==> src/rtl/pq_pkg.sv <==
package pq_pkg;

    // Phases of the single outstanding code fetch.
    typedef enum logic [0:0] {
        FS_IDLE = 1'b0,
        FS_WAIT = 1'b1
    } fetch_state_e;

    // Number of bytes a fetch delivers, given the low bit of its offset.
    function automatic logic [1:0] fetch_bytes(input logic odd);
        return odd ? 2'd1 : 2'd2;
    endfunction

endpackage

==> src/rtl/pq_byte_store.sv <==
module pq_byte_store #(
    parameter int DEPTH = 6,
    parameter int CNT_W = $clog2(DEPTH + 1)
) (
    input  logic             clk,
    input  logic             rst_n,
    input  logic             clear_i,
    input  logic [1:0]       push_n_i,
    input  logic [7:0]       push_b0_i,
    input  logic [7:0]       push_b1_i,
    input  logic             pop_i,
    output logic [7:0]       head_o,
    output logic             valid_o,
    output logic [CNT_W-1:0] count_o
);
    localparam int PTR_W = (DEPTH > 1) ? $clog2(DEPTH) : 1;

    typedef struct packed {
        logic [DEPTH-1:0][7:0] mem;
        logic [PTR_W-1:0]      rd;
        logic [PTR_W-1:0]      wr;
        logic [CNT_W-1:0]      cnt;
    } store_t;

    store_t s_q, s_d;

    function automatic logic [PTR_W-1:0] step(input logic [PTR_W-1:0] p);
        return (p == PTR_W'(DEPTH - 1)) ? '0 : p + 1'b1;
    endfunction

    logic             pop_eff;
    logic [PTR_W-1:0] wr_next1;

    always_comb begin
        s_d      = s_q;
        pop_eff  = pop_i && (s_q.cnt != '0);
        wr_next1 = step(s_q.wr);
        if (clear_i) begin
            s_d.rd  = '0;
            s_d.wr  = '0;
            s_d.cnt = '0;
        end else begin
            if (push_n_i != 2'd0) begin
                s_d.mem[s_q.wr] = push_b0_i;
            end
            if (push_n_i == 2'd2) begin
                s_d.mem[wr_next1] = push_b1_i;
            end
            case (push_n_i)
                2'd1:    s_d.wr = wr_next1;
                2'd2:    s_d.wr = step(wr_next1);
                default: s_d.wr = s_q.wr;
            endcase
            if (pop_eff) begin
                s_d.rd = step(s_q.rd);
            end
            s_d.cnt = s_q.cnt + CNT_W'(push_n_i) - CNT_W'(pop_eff);
        end
    end

    always_ff @(posedge clk) begin
        if (!rst_n) begin
            s_q <= '0;
        end else begin
            s_q <= s_d;
        end
    end

    assign head_o  = s_q.mem[s_q.rd];
    assign valid_o = (s_q.cnt != '0);
    assign count_o = s_q.cnt;

    // occupancy never exceeds the storage depth
    a_r2_no_overflow: assert property (@(posedge clk) disable iff (!rst_n)
        s_q.cnt <= CNT_W'(DEPTH));

    // a clear leaves nothing in the queue
    a_r8_clear_empties: assert property (@(posedge clk) disable iff (!rst_n)
        clear_i |=> (s_q.cnt == '0));

    // a pop request on an empty queue changes nothing
    a_r11_empty_pop_ignored: assert property (@(posedge clk) disable iff (!rst_n)
        (s_q.cnt == '0 && push_n_i == 2'd0 && !clear_i) |=> (s_q.cnt == '0) && $stable(s_q.rd));

endmodule

==> src/rtl/pq_fetch_seq.sv <==
module pq_fetch_seq
    import pq_pkg::*;
#(
    parameter int DEPTH = 6,
    parameter int OFF_W = 16,
    parameter int CNT_W = $clog2(DEPTH + 1)
) (
    input  logic             clk,
    input  logic             rst_n,
    input  logic             flush_i,
    input  logic [OFF_W-1:0] flush_off_i,
    input  logic [CNT_W-1:0] count_i,
    input  logic             mem_ack_i,
    output logic             req_o,
    output logic [OFF_W-1:0] req_off_o,
    output logic             req_word_o,
    output logic [1:0]       push_n_o
);
    typedef struct packed {
        fetch_state_e     st;
        logic [OFF_W-1:0] ptr;
        logic [OFF_W-1:0] req_off;
        logic             req_word;
        logic             drop;
    } fetch_t;

    fetch_t s_q, s_d;

    logic [CNT_W-1:0] free_slots;
    logic [CNT_W-1:0] need_slots;
    logic [1:0]       push_n;

    always_comb begin
        s_d        = s_q;
        push_n     = 2'd0;
        free_slots = CNT_W'(DEPTH) - count_i;
        need_slots = CNT_W'(fetch_bytes(s_q.ptr[0]));

        // Completion of the open request.
        if (s_q.st == FS_WAIT && mem_ack_i) begin
            s_d.st   = FS_IDLE;
            s_d.drop = 1'b0;
            if (!s_q.drop && !flush_i) begin
                push_n = s_q.req_word ? 2'd2 : 2'd1;
            end
        end

        if (flush_i) begin
            s_d.ptr = flush_off_i;
            if (s_q.st == FS_WAIT && !mem_ack_i) begin
                s_d.drop = 1'b1;
            end
        end else if (s_q.st == FS_IDLE && free_slots >= need_slots) begin
            s_d.st       = FS_WAIT;
            s_d.req_off  = s_q.ptr;
            s_d.req_word = !s_q.ptr[0];
            s_d.ptr      = s_q.ptr + OFF_W'(fetch_bytes(s_q.ptr[0]));
        end
    end

    always_ff @(posedge clk) begin
        if (!rst_n) begin
            s_q <= '{st: FS_IDLE, ptr: '0, req_off: '0, req_word: 1'b0, drop: 1'b0};
        end else begin
            s_q <= s_d;
        end
    end

    assign req_o      = (s_q.st == FS_WAIT);
    assign req_off_o  = s_q.req_off;
    assign req_word_o = s_q.req_word;
    assign push_n_o   = push_n;

    // an open request holds its offset and size until acknowledged
    a_r7_req_hold: assert property (@(posedge clk) disable iff (!rst_n)
        (req_o && !mem_ack_i) |=> req_o && $stable(req_off_o) && $stable(req_word_o));

    // word requests are always at even offsets
    a_r5_word_even: assert property (@(posedge clk) disable iff (!rst_n)
        (req_o && req_word_o) |-> !req_off_o[0]);

    // nothing is pushed in a flush cycle
    a_r9_flush_no_push: assert property (@(posedge clk) disable iff (!rst_n)
        flush_i |-> (push_n_o == 2'd0));

endmodule

==> src/rtl/code_prefetch_queue.sv <==
module code_prefetch_queue #(
    parameter int DEPTH     = 6,
    parameter int OFF_W     = 16,
    parameter int SEG_W     = 16,
    parameter int SEG_SHIFT = 4
) (
    input  logic                       clk,
    input  logic                       rst_n,
    input  logic [SEG_W-1:0]           seg_i,
    input  logic                       flush_i,
    input  logic [OFF_W-1:0]           flush_off_i,
    output logic                       mem_req_o,
    output logic                       mem_word_o,
    output logic [SEG_W+SEG_SHIFT-1:0] mem_addr_o,
    input  logic                       mem_ack_i,
    input  logic [15:0]                mem_rdata_i,
    output logic                       dec_valid_o,
    output logic [7:0]                 dec_byte_o,
    input  logic                       dec_ready_i
);
    localparam int ADDR_W = SEG_W + SEG_SHIFT;
    localparam int CNT_W  = $clog2(DEPTH + 1);

    logic [CNT_W-1:0] count;
    logic [OFF_W-1:0] req_off;
    logic             req_word;
    logic [1:0]       push_n;
    logic [7:0]       push_b0;
    logic [7:0]       push_b1;

    pq_fetch_seq #(
        .DEPTH (DEPTH),
        .OFF_W (OFF_W),
        .CNT_W (CNT_W)
    ) u_fetch (
        .clk         (clk),
        .rst_n       (rst_n),
        .flush_i     (flush_i),
        .flush_off_i (flush_off_i),
        .count_i     (count),
        .mem_ack_i   (mem_ack_i),
        .req_o       (mem_req_o),
        .req_off_o   (req_off),
        .req_word_o  (req_word),
        .push_n_o    (push_n)
    );

    // Odd-address bytes arrive on the high lane.
    assign push_b0 = req_word ? mem_rdata_i[7:0] : mem_rdata_i[15:8];
    assign push_b1 = mem_rdata_i[15:8];

    pq_byte_store #(
        .DEPTH (DEPTH),
        .CNT_W (CNT_W)
    ) u_store (
        .clk       (clk),
        .rst_n     (rst_n),
        .clear_i   (flush_i),
        .push_n_i  (push_n),
        .push_b0_i (push_b0),
        .push_b1_i (push_b1),
        .pop_i     (dec_ready_i),
        .head_o    (dec_byte_o),
        .valid_o   (dec_valid_o),
        .count_o   (count)
    );

    assign mem_word_o = req_word;
    assign mem_addr_o = {seg_i, {SEG_SHIFT{1'b0}}} + ADDR_W'(req_off);

    // the cycle after a flush shows an empty queue
    a_r8_flush_valid_low: assert property (@(posedge clk) disable iff (!rst_n)
        flush_i |=> !dec_valid_o);

    // accepted fetch data always fits in the free slots
    a_r3_push_fits: assert property (@(posedge clk) disable iff (!rst_n)
        (push_n != 2'd0) |-> ((count + CNT_W'(push_n)) <= CNT_W'(DEPTH)));

    // no request is raised in the first cycle after reset
    a_r1_quiet_after_reset: assert property (@(posedge clk)
        !rst_n |=> !mem_req_o && !dec_valid_o);

endmodule

==> config.mk <==
export PLATFORM = sky130hd
export DESIGN_NAME = code_prefetch_queue
export DESIGN_NICKNAME = d
export VERILOG_FILES = /design/src/rtl/pq_pkg.sv /design/src/rtl/pq_byte_store.sv /design/src/rtl/pq_fetch_seq.sv /design/src/rtl/code_prefetch_queue.sv
export SDC_FILE = /design/constraint.sdc
export NUM_CORES = 1
export LEC_CHECK = 0
export BUFFER_PORTS_ARGS = -buffer_cell sky130_fd_sc_hd__buf_2
export CAP_MARGIN = 10
export CORE_ASPECT_RATIO = 1.75
export CORE_MARGIN = 2
export CORE_UTILIZATION = 60
export CTS_BUF_LIST = sky130_fd_sc_hd__clkbuf_16
export CTS_CLUSTER_SIZE = 40
export DETAILED_ROUTE_END_ITERATION = 8
export PLACE_DENSITY = 0.84
export SYNTH_ARGS = -nofsm -noshare
export SYNTH_HDL_FRONTEND = slang
export SYNTH_SLANG_ARGS = --single-unit
==> constraint.sdc <==
create_clock -name clk -period 5.5 [get_ports clk]
set_input_delay 0.275 -clock clk [delete_from_list [all_inputs] [get_ports clk]]
set_output_delay 0.275 -clock clk [all_outputs]
set_load 0.01 [all_outputs]
==> results of run 1 <==
-- where the power goes --
part           internal [mW]  switching (mW)
Sequential             0.686          0.0242
Combinational          0.102           0.135
Clock                  0.355           0.272
Total                   1.14           0.432
-- metal layers --
metal	GRT usage, %	wire length (um)	up-vias
li1	-	-	2454
met2	55.3	7780	311
met4	18.6	795	0
met3	4.59	1090	86
met1	32.3	5340	2459
met5	0	0	-
-- cells by family (layout without fill, tap and decap cells) --
group | count (synthesis) | after routing
buf+inv | 63 | 127
compound gates | 222 | 222
simple gates | 152 | 152
flops | 92 | 92
mux | 49 | 49
xor+xnor | 29 | 29
fa+ha+maj | 25 | 25
-- worst paths after layout --
kind | endpoint | cells after the start | slack [ps]
worst max-delay path | u_store.s_q[45] | 10 | 2190
worst min-delay path | u_fetch.s_q[19] | 3 | 150
worst max register to register | u_store.s_q[45] | 10 | 2190
worst min register to register | u_store.s_q[12] | 2 | 450
-- sequential cells by signal, summed over array words and instances (netlist names), named ones only --
name,flops
u_store.s_q,54
u_fetch.req_off_o,16
u_fetch.s_q,16
u_store.count_o,3
u_fetch.req_o,1
u_fetch.req_word_o,1
-- per-stage QoR --
stage / utilization (%) / worst slack, ps / power, mW / hold WS [ps]
global placement: 66.5 / 2590 / 0.949 / 433
global route: 69.9 / 2010 / 1.63 / 182
floorplan: - / 3080 / 0.880 / 414
finish: 69.9 / 2190 / 1.57 / 151
detailed placement: 66.5 / 2410 / 0.958 / 443
CTS: 69.9 / 2340 / 1.57 / 156
-- layout make-up --
class | instances | area share, %
well taps | 117 | 2.40
flip-flops and latches | 92 | 30.2
repair buffers | 87 | 7.30
clock inverters | 7 | 1.23
clock buffers | 9 | 3.69
inverters | 24 | 1.48
multi-input cells | 477 | 53.7
-- cells in the final DEF, fill, tap and decap left out, types with 9 or more instances in the layout --
cell type	synthesis	routed
a21oi_1	71	71
buf_2	6	83
clkbuf_16	0	9
dfxtp_1	92	92
ha_1	23	23
inv_1	23	24
mux2i_1	33	33
nand2_1	39	39
nand3_1	18	18
nor2_1	22	22
nor2b_1	25	25
o21ai_0	71	71
o22ai_1	48	48
xnor2_1	21	21
-- critical path, cell delays in order, from the launching register on --
cell	delay (ps)
dfxtp_1	710
nand2_1	150
nor3_1	230
nand2_1	140
inv_1	110
ha_1	310
nor2b_1	320
nand3_1	410
a21oi_2	510
o21ai_0	160
a21oi_1	180
==> impl_metrics.json, run 1 <==
{
  "syn_nets": 710,
  "synth_adder_area_share_pct": 6.07,
  "syn-cell-area_um2": 5400,
  "end_kind": "flip-flop",
  "cellPowerDensity_nw_per_um2": 258,
  "drv_slew": 0,
  "fin_tns_setup_ps": 0,
  "min_period_ps": 3310,
  "dieArea_um2": 9800,
  "yosysWarnings": 0,
  "ys_seq_elements": 92,
  "area_growth_pct": 13.1,
  "grt_max_degree": 79,
  "maxSlewHeadroom_pct": 22.8,
  "fp.dieH_um": 129,
  "dp_cells": 797,
  "yosys-top-cells-area": "dfxtp_1 34%, a21oi_1 6.6%, o21ai_0 6.6%",
  "dr.pass1.iters": 5,
  "via_count": 5310,
  "drive_gt1_share_pct": 18.2,
  "cts_buffer_depth": 2,
  "avgSynthCellArea_um2": 8.54,
  "yosys-top-cells-count": "92 x dfxtp_1, 71 x a21oi_1, 71 x o21ai_0",
  "worstSkewPairLatency_ps": 350,
  "period_share_pct": 60.2,
  "io_pins": 84,
  "clkTransAtPathRegs_ps": 70,
  "cts_sinks": 92,
  "port_buffers": 83,
  "ir_worst_vdd_mv": 0.184,
  "place_area_um2": 5800,
  "grt_pass1_wl_um": 23500,
  "min_from": "flush_off_i[1]",
  "cts-buffers-inserted": 9,
  "synthSimpleGateAreaFrac_pct": 15.0,
  "core-area_um2": 8730,
  "gr-total-overflow": 0,
  "netlist_instances": 632,
  "critPathMaxFanout": 18,
  "r2r_start": "u_fetch.req_o",
  "critPathRequiredTime_ps": 5770,
  "drt_iter0_markers": 520,
  "grt_pass1_vias": 5163,
  "synth_top_cell_area_share_pct": 34.1,
  "synthMuxAreaShare_pct": 11.1,
  "stdcell_count": 813,
  "grt_usage_pct": 30.8,
  "clock-root-buffer": "clkbuf_16",
  "cp.arrival_ps": 3580,
  "ant_nets": 0,
  "drc": 0,
  "maxCapViolCount": 0,
  "regArea_um2": 1840,
  "synth-edff-count": 0,
  "via_per_inst": 6.53,
  "finClkSkew_ps": 10.7,
  "wirelength_um": 15000,
  "nets": 769,
  "num_antenna_cells": 0,
  "critPathLaunch": "u_fetch.req_o",
  "postCtsSetupBuffers": 0,
  "outcome": "complete, no violations",
  "hold_viol_final": 0,
  "dp_hpwl_um": 10800,
  "die-width_um": 75.7,
  "cts_hold_buf": 0,
  "tritoncts": "yes",
  "multiInputGateArea_um2": 3280,
  "rows": 45,
  "yosysMostFrequentCell": "dfxtp_1",
  "ys_types": 59,
  "antenna_found_initial": 0,
  "synth_seq_area_share_pct": 34.1,
  "start_kind": "flip-flop",
  "cts_resized": 0,
  "synth-xor-area-share_pct": 4.71,
  "cts-htree-levels": 3,
  "max_slew.worst_pin.slew_ps": 1150,
  "min_path_type": "input port to flip-flop",
  "path_class": "flip-flop to flip-flop",
  "start_util_pct": 61.8,
  "synth_compound_area_share_pct": 23.8,
  "power.leakage_nw": 2.45,
  "gp_congestion": 0.923,
  "ys.flop_type": "dfxtp_1",
  "yosysTopAreaCell": "dfxtp_1",
  "nFillCells": 686,
  "rsz0062_at_grt": "false",
  "synthArstFlopShare_pct": 0,
  "wl_per_cell_um": 18.5,
  "max_freq_mhz": 302,
  "design_area_um2": 6100,
  "setup_viol": 0,
  "synth_top_family_by_area": "compound AO/OA/AOI/OAI gates"
}
Note: power is estimated with default switching activity, not from simulation.
==> inputs of run 2 (changes only) <==
Settings changed: CORE_UTILIZATION 60 to 52, PLACE_DENSITY 0.84 to 0.77.
Clock period 5.5 ns to 2.8 ns, I/O delays scaled along.
==> run 2 against run 1 <==
Via count shrank 0.53%. Total power is 110% higher. Critical path depth down 2.
==> impl_metrics.json, run 2 (synthesis results as in run 1) <==
{
  "gr-total-overflow": 0,
  "tritoncts": "yes",
  "fp.dieH_um": 139,
  "setup_ws_ps": 165,
  "cts-buffers-inserted": 9,
  "clock-root-buffer": "clkbuf_16",
  "cts_hold_buf": 0,
  "nets": 781,
  "critPathRequiredTime_ps": 2660,
  "grt_usage_pct": 27.5,
  "end_kind": "output pin",
  "regToRegSetupSlack_ps": 340,
  "start_util_pct": 53.0,
  "dp_hpwl_um": 10900,
  "hold_depth": 3,
  "grt_pass1_vias": 5168,
  "fin_tns_setup_ps": 0,
  "die-width_um": 81.0,
  "drt_iter0_markers": 352,
  "io_pins": 84,
  "dr.pass1.iters": 7,
  "via_per_inst": 6.33,
  "dieArea_um2": 11200,
  "rsz0062_at_grt": "false",
  "maxSlewHeadroom_pct": 44.0,
  "place_ws_ps": 447,
  "hold_viol_final": 0,
  "min_period_ps": 2640,
  "rows": 49,
  "ant_nets": 0,
  "start_kind": "flip-flop",
  "final_cell_mix": "92 x dfxtp_1, 83 x buf_2, 71 x o21ai_0, 69 x a21oi_1, 48 x o22ai_1",
  "core-area_um2": 10200,
  "clkTransAtPathRegs_ps": 60,
  "pwr-share-comb_pct": 14.5,
  "ir_worst_vdd_mv": 0.306,
  "cts_buffer_depth": 2,
  "p_clk_share_pct": 43.8,
  "wirelength_um": 15400,
  "intPower_mw": 2.51,
  "layout_commonest_cell": "dfxtp_1",
  "antenna_found_initial": 0,
  "cts-htree-levels": 3,
  "num_antenna_cells": 0,
  "critPathMaxFanout": 3,
  "switching_share_pct": 24.4,
  "min_from": "flush_off_i[1]",
  "path_class": "flip-flop to output pin",
  "cts_sinks": 92,
  "cellPowerDensity_nw_per_um2": 529,
  "wl_per_cell_um": 18.4,
  "regMostFlops": "u_store.s_q",
  "post-route-util_pct": 61.6,
  "sequentialPowerShare_pct": 41.7,
  "grt_pass1_wl_um": 24400,
  "setup_viol": 0,
  "max_freq_mhz": 379,
  "cp.arrival_ps": 2500,
  "nFillCells": 908,
  "drv_slew": 0,
  "reg2regPathDepth": 9,
  "largest_register_ffs": 54,
  "critPathLaunch": "u_fetch.req_off_o[4]",
  "worstSkewPairLatency_ps": 340,
  "power.leakage_nw": 2.55,
  "min_path_type": "input port to flip-flop",
  "drc": 0,
  "outcome": "complete, no violations",
  "finClkSkew_ps": 6.28,
  "max_slew.worst_pin.slew_ps": 831,
  "maxCapViolCount": 0,
  "port_buffers": 83,
  "p_switching_uw": 811,
  "area_growth_pct": 16.2,
  "grt_max_degree": 78,
  "via_count": 5282,
  "period_share_pct": 94.1,
  "r2r_start": "u_fetch.req_o",
  "gp_congestion": 0.939,
  "drive_gt1_share_pct": 19.9
}
[run 2: changes by cell type in the layout (fill, tap and decap cells not counted), sizes merged]
cell	previous run	this run
buf	87	99
bufinv	1	4
clkinvlp	2	0
inv	27	25
[run 2: worst paths after layout]
path | endpoint
worst max register to register | u_store.s_q[16]
worst max-delay path | mem_addr_o[12]
worst min register to register | u_store.s_q[50]
worst min-delay path | u_fetch.s_q[19]
[run 2: timing repair]
| action | in CTS | in global routing |
|---|---|---|
| setup endpoints to repair | 0 | 3 |
| setup buffers | 0 | 0 |
| resized for setup | 0 | 4 |
[run 2: worst max-delay path, stage by stage (launching register included)]
cell	delay (ps)
dfxtp_1	320
ha_1	210
fa_1	440
a21oi_2	220
o21ai_0	130
a2111oi_1	400
nor3_1	120
xor2_1	160
buf_2	150
[run 2: power groups by stage]
stage | clock network (mW) | registers [mW] | logic, mW
6_report | 1.45 | 1.39 | 0.480
5_1_grt | 1.52 | 1.39 | 0.529
4_1_cts | 1.46 | 1.38 | 0.476
3_5_place_dp | 0 | 1.41 | 0.472
3_3_place_gp | 0 | 1.41 | 0.462
2_1_floorplan | 0 | 1.40 | 0.326
[run 2: per-stage QoR]
step,total power [mW],std cells,area [um2],hold WS [ps]
after floorplan,1.73,632,5400,279
after global placement,1.87,819,5900,378
after detailed placement,1.89,819,5900,386
after CTS,3.32,834,6260,33.4
after global routing,3.44,834,6270,54.9
final,3.32,834,6270,33.4
[run 2: per-layer routing]
metal,GRT usage (%),share of wire (%),vias to the layer above
li1,-,-,2468
met1,29.9,36,2470
met2,48.4,52,260
met3,4.17,6.9,84
met4,16.6,5.3,0
met5,0,0,-
[run 2: layout make-up]
cell class              instances  area (um2)  area share (%)
multi-input cells             477        3290            52.5
well taps                     127         159            2.53
clock buffers                   9         225            3.59
repair buffers                 99         536            8.54
clock inverters                 6         129            2.05
flip-flops and latches         92        1840            29.4
inverters                      24        90.1            1.44
==> inputs of run 3 (changes only) <==
Settings changed: ABC_AREA from default to 1, CORE_UTILIZATION 52 to 53, PLACE_DENSITY 0.77 to 0.78.
==> run 3 against run 2 <==
Wire length up 24%. Via count rose by 23%. Fmax rose by 12%.
==> impl_metrics.json, run 3 <==
{
  "cts-buffers-inserted": 9,
  "dp_cells": 1129,
  "dr.pass1.iters": 5,
  "port_buffers": 83,
  "fp.dieH_um": 144,
  "grt_pass1_wl_um": 29800,
  "maxSlewHeadroom_pct": 53.8,
  "setup_ws_ps": 446,
  "via_count": 6523,
  "cts_buffer_depth": 2,
  "min_path_type": "input port to flip-flop",
  "dp_hpwl_um": 14100,
  "yosysMostFrequentCell": "nand2_1",
  "yosysWarnings": 0,
  "yosysTopAreaCell": "dfxtp_1",
  "yosys-top-cells-count": "227 x nand2_1, 117 x inv_1, 108 x o21ai_0",
  "drv_slew": 0,
  "cts-htree-levels": 3,
  "ys_types": 37,
  "ys_seq_elements": 92,
  "max_freq_mhz": 425,
  "synth-edff-count": 0,
  "worstSkewPairLatency_ps": 350,
  "synthArstFlopShare_pct": 0,
  "clkTransAtPathRegs_ps": 60,
  "nets": 1088,
  "final_cell_mix": "227 x nand2_1, 119 x inv_1, 108 x o21ai_0, 92 x dfxtp_1, 83 x buf_2",
  "wirelength_um": 19000,
  "post-route-util_pct": 61.6,
  "power.leakage_nw": 3.19,
  "hold_ws_ps": 12.4,
  "cts_resized": 0,
  "cts_hold_buf": 1,
  "grt_max_degree": 42,
  "total_power_mw": 3.27,
  "layout_commonest_cell": "nand2_1",
  "cellPowerDensity_nw_per_um2": 481,
  "start_kind": "flip-flop",
  "grt_usage_pct": 31.4,
  "max_slew.worst_pin.slew_ps": 688,
  "tritoncts": "yes",
  "synth_top_cell_area_share_pct": 30.8,
  "grt_pass1_vias": 6210,
  "wl_per_cell_um": 16.6,
  "start_util_pct": 54.2,
  "design_area_um2": 6800,
  "yosys-top-cells-area": "dfxtp_1 31%, nand2_1 14%, o21ai_0 9.0%",
  "stdcell_count": 1147,
  "path_class": "flip-flop to output pin",
  "rsz0062_at_grt": "false",
  "regMostFlops": "u_store.s_q",
  "critPathMaxFanout": 12,
  "largest_register_ffs": 54,
  "drive_gt1_share_pct": 12.5,
  "io_pins": 84,
  "maxCapViolCount": 0,
  "drt_iter0_markers": 445,
  "place_ws_ps": 464,
  "fin_tns_setup_ps": 0,
  "syn-cell-area_um2": 5980,
  "hold_viol_final": 0,
  "gr-total-overflow": 0,
  "area_growth_pct": 13.7,
  "gp_congestion": 0.973,
  "antenna_found_initial": 0,
  "synth_seq_area_share_pct": 30.8,
  "ant_nets": 0,
  "min_period_ps": 2350,
  "setup_viol": 0,
  "core-area_um2": 11000,
  "critPathRequiredTime_ps": 2660,
  "rows": 51,
  "avgSynthCellArea_um2": 6.35,
  "via_per_inst": 5.69,
  "ys.flop_type": "dfxtp_1",
  "die-width_um": 84.3,
  "clock-root-buffer": "clkbuf_16",
  "syn_nets": 1019,
  "cts_sinks": 92,
  "place_area_um2": 6470,
  "netlist_instances": 941,
  "ir_worst_vdd_mv": 0.356,
  "period_share_pct": 84.1,
  "cp.arrival_ps": 2210,
  "num_antenna_cells": 0,
  "dieArea_um2": 12200,
  "outcome": "complete, no violations",
  "postCtsSetupBuffers": 0,
  "drc": 0,
  "finClkSkew_ps": 5.48,
  "end_kind": "output pin"
}
## run 3: cell count changes in the layout (fill, tap and decap cells not counted), moves of 17 or more
cell / delta
nand3_1: +33
nor2_1: +59
nand2_1: +188
o21ai_1: +42
o21ai_0: +37
o22ai_1: -41
nor2b_1: -25
inv_1: +95
xnor2_1: -17
mux2i_1: -32
## run 3: cells by family (layout without fill, tap and decap cells)
group                      after synthesis  in the layout  share of synthesized area [%]
xor gates and xnor gates                18             18                           2.64
DFF                                     92             92                           30.8
AOI/OAI and AO/OA                      258            258                           23.5
buffers and inverters                  165            239                           11.1
muxes                                    1              1                          0.167
adders and majority gates               25             25                           5.48
and+or+nand+nor                        382            382                           26.3
## run 3: worst max-delay path: stages, from the launching register on
cell      delay [ps]
dfxtp_1          690
inv_1            290
o21ai_0          300
o221ai_1         210
nand2_1          100
o21ai_0          100
buf_2            170
## run 3: routing by layer
layer	share of wire (%)	global-route usage, %
met4	6.2	21.1
met2	52	59.8
met3	6.8	5.14
met1	35	30.4
met5	0	0
## run 3: final cells by class
class | instances | area (um2)
clock inverter | 7 | 83.8
timing repair buffer | 99 | 541
sequential | 92 | 1840
inverter | 124 | 465
clock buffer | 9 | 225
fill | 1106 | 4240
tap | 132 | 165
multi-input combinational | 684 | 3470
## run 3: worst paths after layout
path	start	to	slack, ps	depth (start not counted)
hold / removal	flush_off_i[0]	u_fetch.s_q[18]	10	2
setup / recovery	u_store.s_q[7]	dec_byte_o[6]	450	6
setup reg to reg	u_store.count_o[0]	u_store.count_o[2]	480	12
hold reg to reg	u_store.s_q[55]	u_store.s_q[55]	450	2
## run 3: power breakdown
group	leakage [nW]	switching, mW	internal [mW]
Sequential	0.747	0.0391	1.35
Combinational	2.29	0.377	0.207
Clock	0.155	0.524	0.772
